<file path="src/rtl/phy_wr_pkg.sv">
package phy_wr_pkg;
  localparam int unsigned WORD_W    = 32;
  localparam int unsigned IDX_LSB   = 0;
  localparam int unsigned BYTE_LSB  = 8;
  localparam int unsigned REQ_BIT   = 24;
  localparam int unsigned ACK_BIT   = 26;
  localparam int unsigned ERR_BIT   = 27;

  typedef enum logic [1:0] {
    S_IDLE = 2'd0,
    S_WAIT = 2'd1,
    S_ACK  = 2'd2
  } hs_state_e;
endpackage

</file>
<file path="src/rtl/phy_cfg_file.sv">
module phy_cfg_file #(
  parameter int unsigned ADDR_W = 6,
  parameter int unsigned DATA_W = 8
) (
  input  logic              clk,
  input  logic              rst,
  input  logic              we,
  input  logic [ADDR_W-1:0] waddr,
  input  logic [DATA_W-1:0] wdata,
  input  logic [ADDR_W-1:0] raddr,
  output logic [DATA_W-1:0] rdata
);
  localparam int unsigned DEPTH = 1 << ADDR_W;

  logic [DATA_W-1:0] mem_q [DEPTH];

  for (genvar g = 0; g < DEPTH; g++) begin : g_entry
    always_ff @(posedge clk) begin
      if (rst) begin
        mem_q[g] <= '0;
      end else if (we && (waddr == ADDR_W'(g))) begin
        mem_q[g] <= wdata;
      end
    end
  end

  assign rdata = mem_q[raddr];
endmodule

</file>
<file path="src/rtl/phy_wr_ctrl.sv">
module phy_wr_ctrl
  import phy_wr_pkg::*;
#(
  parameter int unsigned ADDR_W  = 6,
  parameter int unsigned DATA_W  = 8,
  parameter int unsigned LATENCY = 4
) (
  input  logic              clk,
  input  logic              rst,
  input  logic              wr_en,
  input  logic [WORD_W-1:0] wr_data,
  output logic [WORD_W-1:0] rd_data,
  output logic              phy_we,
  output logic [ADDR_W-1:0] phy_addr,
  output logic [DATA_W-1:0] phy_data
);
  localparam int unsigned CNT_W = $clog2(LATENCY + 1);
  localparam logic [CNT_W-1:0] CNT_LOAD = CNT_W'(LATENCY - 1);

  hs_state_e         state_q;
  logic [CNT_W-1:0]  cnt_q;
  logic [ADDR_W-1:0] addr_q;
  logic [DATA_W-1:0] data_q;
  logic              req_q, ack_q, err_q;

  logic req_rise, start, refuse, fields_open;

  assign req_rise    = wr_en && wr_data[REQ_BIT] && !req_q;
  assign start       = req_rise && (state_q == S_IDLE) && !ack_q;
  assign refuse      = req_rise && ack_q;
  assign fields_open = wr_en && (state_q == S_IDLE) && !ack_q;
  assign phy_we      = (state_q == S_WAIT) && (cnt_q == '0);
  assign phy_addr    = addr_q;
  assign phy_data    = data_q;

  always_ff @(posedge clk) begin
    if (rst) begin
      addr_q <= '0;
      data_q <= '0;
      req_q  <= 1'b0;
    end else begin
      if (wr_en) req_q <= wr_data[REQ_BIT];
      if (fields_open) begin
        addr_q <= wr_data[IDX_LSB +: ADDR_W];
        data_q <= wr_data[BYTE_LSB +: DATA_W];
      end
    end
  end

  always_ff @(posedge clk) begin
    if (rst) begin
      state_q <= S_IDLE;
      cnt_q   <= '0;
      ack_q   <= 1'b0;
    end else begin
      unique case (state_q)
        S_IDLE: begin
          if (start) begin
            state_q <= S_WAIT;
            cnt_q   <= CNT_LOAD;
          end
        end
        S_WAIT: begin
          if (cnt_q == '0) begin
            state_q <= S_ACK;
            ack_q   <= 1'b1;
          end else begin
            cnt_q <= cnt_q - 1'b1;
          end
        end
        S_ACK: begin
          if (!req_q) begin
            state_q <= S_IDLE;
            ack_q   <= 1'b0;
          end
        end
        default: state_q <= S_IDLE;
      endcase
    end
  end

  always_ff @(posedge clk) begin
    if (rst) begin
      err_q <= 1'b0;
    end else if (refuse) begin
      err_q <= 1'b1;
    end else if (wr_en && wr_data[ERR_BIT]) begin
      err_q <= 1'b0;
    end
  end

  always_comb begin
    rd_data = '0;
    rd_data[IDX_LSB +: ADDR_W]  = addr_q;
    rd_data[BYTE_LSB +: DATA_W] = data_q;
    rd_data[REQ_BIT] = req_q;
    rd_data[ACK_BIT] = ack_q;
    rd_data[ERR_BIT] = err_q;
  end

  // acknowledge only ever follows a completed PHY write strobe
  a_r3_ack_after_write: assert property (@(posedge clk) disable iff (rst)
    $rose(ack_q) |-> $past(phy_we));
  a_r3_strobe_single: assert property (@(posedge clk) disable iff (rst)
    phy_we |=> !phy_we);
  // four-phase hold and release
  a_r5_ack_hold: assert property (@(posedge clk) disable iff (rst)
    (ack_q && req_q) |=> ack_q);
  a_r5_ack_release: assert property (@(posedge clk) disable iff (rst)
    $fell(ack_q) |-> !$past(req_q));
  // captured fields frozen while busy
  a_r6_fields_frozen: assert property (@(posedge clk) disable iff (rst)
    (state_q != S_IDLE) |=> ($stable(addr_q) && $stable(data_q)));
  // a request against a high acknowledge never starts a write
  a_r7_refused: assert property (@(posedge clk) disable iff (rst)
    (req_rise && ack_q) |=> (err_q && state_q != S_WAIT));
  // error is sticky until written 1
  a_r8_err_sticky: assert property (@(posedge clk) disable iff (rst)
    (err_q && !(wr_en && wr_data[ERR_BIT])) |=> err_q);
  // reset returns the handshake to idle
  a_r9_reset_idle: assert property (@(posedge clk)
    rst |=> (!ack_q && !err_q && !req_q && state_q == S_IDLE));
endmodule

</file>
<file path="src/rtl/phy_wr_bridge.sv">
module phy_wr_bridge
  import phy_wr_pkg::*;
#(
  parameter int unsigned ADDR_W  = 6,
  parameter int unsigned DATA_W  = 8,
  parameter int unsigned LATENCY = 4
) (
  input  logic              clk,
  input  logic              rst,
  input  logic              host_wr_en,
  input  logic [31:0]       host_wr_data,
  output logic [31:0]       host_rd_data,
  output logic              phy_wr_stb,
  output logic [ADDR_W-1:0] phy_wr_addr,
  output logic [DATA_W-1:0] phy_wr_data,
  input  logic [ADDR_W-1:0] cfg_sel,
  output logic [DATA_W-1:0] cfg_val
);
  phy_wr_ctrl #(
    .ADDR_W (ADDR_W),
    .DATA_W (DATA_W),
    .LATENCY(LATENCY)
  ) u_ctrl (
    .clk     (clk),
    .rst     (rst),
    .wr_en   (host_wr_en),
    .wr_data (host_wr_data),
    .rd_data (host_rd_data),
    .phy_we  (phy_wr_stb),
    .phy_addr(phy_wr_addr),
    .phy_data(phy_wr_data)
  );

  phy_cfg_file #(
    .ADDR_W(ADDR_W),
    .DATA_W(DATA_W)
  ) u_file (
    .clk  (clk),
    .rst  (rst),
    .we   (phy_wr_stb),
    .waddr(phy_wr_addr),
    .wdata(phy_wr_data),
    .raddr(cfg_sel),
    .rdata(cfg_val)
  );
endmodule

</file>
<file path="config.mk">
export PLATFORM = sky130hd
export DESIGN_NAME = phy_wr_bridge
export DESIGN_NICKNAME = d
export VERILOG_FILES = /design/src/rtl/phy_wr_pkg.sv /design/src/rtl/phy_cfg_file.sv /design/src/rtl/phy_wr_ctrl.sv /design/src/rtl/phy_wr_bridge.sv
export SDC_FILE = /design/constraint.sdc
export NUM_CORES = 1
export LEC_CHECK = 0
export ABC_CLOCK_PERIOD_IN_PS = 3000
export BUFFER_PORTS_ARGS = -buffer_cell sky130_fd_sc_hd__buf_2
export CAP_MARGIN = 30
export CORE_MARGIN = 2
export CORE_UTILIZATION = 50
export DETAILED_ROUTE_END_ITERATION = 8
export PLACE_DENSITY = 0.66
export SETUP_SLACK_MARGIN = 0.4
export SLEW_MARGIN = 20
export SYNTH_ARGS = -nofsm -noshare
export SYNTH_HDL_FRONTEND = slang
export SYNTH_SLANG_ARGS = --single-unit
</file>
<file path="constraint.sdc">
create_clock -name clk -period 3 [get_ports clk]
set_input_delay 0 -clock clk [delete_from_list [all_inputs] [get_ports clk]]
set_output_delay 0 -clock clk [all_outputs]
set_load 0.01 [all_outputs]
</file>
# Yosys cells after proc, flatten, opt, wreduce, memory -nomap -nowiden
# Memory sizes are Yosys's and may differ from the RTL's.
# Cells that the tools add are included.
# op_classes
n_reduce_logical	84
add_sub_neg	1
n_bitwise	64
muxes	270
eq_ne	69
# op_table
cell	n
8-bit two-way mux	64
1-bit two-way mux	198
6-bit == test, second input constant	32
6-bit by 5-bit == test with 1-bit output, second input constant	16
1-bit logical AND	73
1-bit bitwise OR	64
6-bit by 4-bit == test with 1-bit output, second input constant	8
6-bit by 3-bit == test with 1-bit output, second input constant	4
6-bit by 2-bit == test with 1-bit output, second input constant	2
3-bit AND reduction	3
6-bit by 1-bit == test with 1-bit output, second input constant	1
6-bit logical NOT	1
2-bit two-way mux	3
3-bit two-way mux	2
2-bit != test, second input constant	3
2-bit one-hot mux with 3 select lines	1
3-bit one-hot mux with 2 select lines	1
2-bit nonzero test	3
3-bit logical NOT	1
3-bit by 1-bit subtractor with 3-bit output, second input constant	1
2-bit by 1-bit == test with 1-bit output, second input constant	1
2-bit == test, second input constant	1
1-bit logical NOT	2
2-bit logical NOT	1
other kinds (2)	2
# totals
mem_count	1
ff_bits	22
ram_bits	512
out_inout_bits	55
in_bits	41
wordCells	496
# memory_table
memory	words	word_bits	rd	rd_clocked_by_memory_dff	wr	line_no	text
u_file.mem_q	64	8	1	0	64	phy_cfg_file.sv:15	logic [DATA_W-1:0] mem_q [DEPTH];

# Depth between registers and ports, before layout
# logic_depth
ltp_word	7
ltp_mapped	10
mapped_depth_nobuf	7

# By module
# From an unflattened synthesis, not the netlist that was laid out.
# unflattened
hier_cells	1708
hier_area_um2	24937.7
# modules_own_cells
module	area_per_inst_um2	n_inst	seq_area_each_um2	cells_each
phy_cfg_file	23820.3	1	15374.7	1573
phy_wr_ctrl	1117.3	1	440.4	135

# Worst setup path after synthesis
# Ideal clock, no wire load.
# synth_path
path_type	reg-to-reg
from	register u_ctrl.state_q[1]
to	memory u_file.mem_q[39][0], enable pin
setup_slack_ns	0.910
t_required_ns	2.625
setup_ns	0.375
path_buffers	1
period_less_slack_ns	2.090
arrival_ns	1.715
stages_incl_launch_ff	7
cell_sequence	dfxtp_1 inv_1 ha_1 and2_1 nand3_1 clkbuf_1 o21bai_1
# synth_lines
element	line_no	text
start, declared	phy_wr_ctrl.sv:20	hs_state_e state_q;
start signal, assigned	phy_wr_ctrl.sv:52	state_q <= S_IDLE;
start signal, assigned	phy_wr_ctrl.sv:59	state_q <= S_WAIT;
start signal, assigned	phy_wr_ctrl.sv:65	state_q <= S_ACK;
end, declared	phy_cfg_file.sv:15	

# Final worst setup path
# layout_path
from	memory u_file.mem_q[47][4]
to	output cfg_val[4]
# layout_via
elab_chain_len	1
# layout_lines
element	line_no	text
memory 64 x 8 bit	--	
end, declared	phy_wr_bridge.sv:17	output logic [DATA_W-1:0] cfg_val
# No other way between the ends.

==> impl_results.md <==
- Outcome: finished clean
- Worst-path clk slew: 0.06 ns
- Max-Cap Viols: 0
- Worst-case clock buffer depth: 3
- # fillers: 3,935
- CP max FO: 1
- Vias per Instance: 5.799
- Max_slew headroom: 0.3828
- GRT Total Usage: 0.2450
- Asr flop ratio synth: 0
- Hold slack: 0.05555 ns
- Layout cell share with drive strength beyond 1: 0.2278
- Peak VDD IR: 0.0005169 V
- Seq pwr share: 0.505
- H-tree depth: 2
- Routed wire length per instance: 24.77 um
- Synth Register Bits: 534
- Crit Path Category: reg2out
- Fin nets: 1,897
- CTS buffer count: 53
- Post-Syn Instances: 1,753
- Final wirelength: 63.51 mm
- Primary FF master, synth: edfxtp_1
- Clock power share: 0.371
- Die Ht: 229.2 um
- Leakage: 10.54 nW
- Pint: 12.98 mW
- Core Util, Final: 0.5699
- Final Power: 17.63 mW
- Fin. max-slew vios: 0
- Post-synth EDFFs: 512
- Fin crit period: 2.554 ns
- Initial antenna violation count: 0
- Netlist cell types: 56
- Sequential area share after synthesis: 0.6235
- Period utilization: 0.8514
- GRT Residual Overflow: 0
- Area Overhead vs Synth: 12.49%
- Critical path required time: 3.00 ns
- Pre-Repair DR Iteration Count: 7
- Global placement routability congestion: 0.8600
- Post-CTS Setup Inserts: 0
- Largest net degree at the start of global routing: 44
- Die width: 229.2 um
- Net switching fraction of the power: 0.2638
- Critical path endpoint category: output port
- Residual DRC count: 0
- Io pins: 96
- Placeable Area: 0.05007 mm^2
- Comb pwr share: 0.124
- Global-route wire length before repair: 95.36 mm
- CTS Root Cell: clkbuf_16
- Mean post-synth cell area: 14.47 um^2
- Crit path DAT: 2.55 ns
- Fmax: 0.3915 GHz
- ANT nets after route: 0
- P per Cell Area: 617.8 mW/mm^2
- Final hold violations: 0
- CTS tree: yes
- Vias: 14.87k
- # rows: 82
- DRT iter0 DRCs: 1,548
- Initial core utilization: 0.5066
- Unrepaired setup endpoints after global routing: true
- Final Skew: 0.02498 ns
- ANT cells: 0
- CP Launch Type: flop
- PortBufs: 64
- Synthesized area: 0.02537 mm^2
- Clock sink count: 534
- DP Wirelength: 41.66 mm
- Setup violators final: 0
- Die ar.: 0.05255 mm^2
- Via count of the first global-routing pass: 14.84k
- Worst min path class: in2reg
- Worst-Margin Slew: 0.9259 ns
- Clk_lat worst skew: 0.62 ns
- Synthesis Warnings: 0
- NetSw: 4.650 mW
- Setup TNS: 0 ns
[per-layer routing]
layer	vias up	track usage	wire, um	part of all wire
met5	-	0	0	0
met4	0	0.06676	1612	0.025
met3	107	0.04569	5151	0.081
met2	648	0.3863	29840	0.47
met1	7530	0.3521	26910	0.42
li1	6584	-	-	-
[cells by family after synthesis]
family                     synth area share
AOI/OAI and AO/OA                   0.04124
xor gates and xnor gates          0.0003453
adders and majority gates          0.002960
DFF                                  0.6235
muxes                                0.1264
and+or+nand+nor                      0.1676
buffers and inverters               0.03778
other                             0.0001478
[layout by cell type (no fill, tap or decap), types with 9 or more instances in the layout]
master	count
edfxtp_1	512
and2_1	482
mux4_2	117
buf_4	98
nor2_1	66
buf_2	61
o21bai_1	58
clkbuf_16	55
nand2_1	50
and3_1	34
o22ai_1	28
mux2i_1	28
nor2_2	25
a21oi_1	20
dlygate4sd3_1	19
clkbuf_1	17
conb_1	15
dfxtp_1	14
mux2_2	13
nand3_1	11
nor2b_1	11
nand2b_1	10
clkinv_2	10
o21ai_1	9
buf_12	9
[what timing repair did]
item | in CTS | in global routing
resized for setup | 11 | 13
endpoints found under the hold margin | 17 | 0
pin swaps | 1 | 1
hold buffers | 19 | 0
endpoints found under the setup margin | 13 | 272
[sequential cells by signal, summed over array words and instances (netlist names)]
register,flops
u_file.mem_q,512
u_ctrl.phy_data,8
u_ctrl.phy_addr,6
u_ctrl.cnt_q,3
u_ctrl.state_q,2
u_ctrl.ack_q,1
u_ctrl.err_q,1
u_ctrl.req_q,1
[cell usage after synthesis, types with 2 or more instances]
cell type,number,area [um^2]
clkbuf_1,87,326.6
mux4_2,116,2613
and3_1,34,212.7
and2_1,482,3015
o31ai_1,2,15.01
ha_1,6,75.07
o21ai_1,10,50.05
and3b_1,2,17.52
a211o_1,3,26.28
a41o_1,2,20.02
mux2_2,13,146.4
buf_6,12,135.1
o21ai_0,8,40.04
or2_2,4,25.02
a211oi_1,7,52.55
o22ai_1,31,193.9
nand2b_1,11,68.82
nand3_1,12,60.06
nor2_2,20,125.1
mux2i_1,29,290.3
buf_2,12,60.06
a21oi_1,20,100.1
or4_1,7,52.55
buf_8,2,30.03
nand3b_1,3,22.52
nand3_2,2,20.02
inv_1,7,26.28
edfxtp_1,512,15370
a21o_1,2,15.01
buf_12,3,60.06
nor2b_1,11,68.82
buf_4,40,300.3
nand2_1,50,187.7
or3_1,2,12.51
a22oi_1,4,30.03
o21bai_1,60,450.4
o2bb2ai_1,3,26.28
mux4_1,6,157.7
dfxtp_1,22,440.4
or2_1,2,12.51
buf_1,4,15.01
nor3_1,4,20.02
nor2_1,71,266.5
[stage by stage]
stage	cells	area, um^2	setup slack [ns]
2_1_floorplan	1767	25420	0.9101
3_3_place_gp	2448	26590	0.4516
6_report	2564	28530	0.4458
4_1_cts	2564	28490	0.3663
5_1_grt	2564	28530	0.3730
3_5_place_dp	2448	26590	0.4279
[area by class of cell]
type                       count  area (um^2)  share of cell area
inverter                       7        26.28           0.0009209
tap                          672        840.8             0.02947
clock buffer                  72         1440             0.05047
multi-input combinational   1065         8742              0.3064
clock inverter                25        225.2            0.007893
sequential                   534        15830              0.5546
timing repair buffer         189         1434             0.05025
[power groups by stage]
| stage | clock network (mW) | registers (mW) | logic, mW |
|---|---|---|---|
| 5_1_grt | 6.89 | 8.94 | 2.33 |
| 6_report | 6.53 | 8.90 | 2.19 |
| 3_3_place_gp | 0 | 9.04 | 2.08 |
| 2_1_floorplan | 0 | 8.74 | 1.49 |
| 3_5_place_dp | 0 | 9.06 | 2.12 |
| 4_1_cts | 6.61 | 8.90 | 2.15 |
[path summary, 6_finish.rpt]
kind,startpoint,depth (start not counted),endpoint,slack [ns]
setup / recovery,u_file.mem_q[47][4],6,cfg_val[4],0.45
hold / removal,host_wr_en,5,u_ctrl.cnt_q[2],0.06
setup reg to reg,u_ctrl.state_q[1],6,u_file.mem_q[41][5],0.48
hold reg to reg,u_ctrl.ack_q,2,u_ctrl.ack_q,0.52
[critical path, stage by stage, from the launching register on]
cell       delay, ns
edfxtp_1        0.38
mux4_2          0.53
mux2i_1         0.37
o2bb2ai_1       0.15
o21ai_1         0.20
o21ai_1         0.15
buf_2           0.18
No activity file was read; power rests on OpenSTA's default activity.
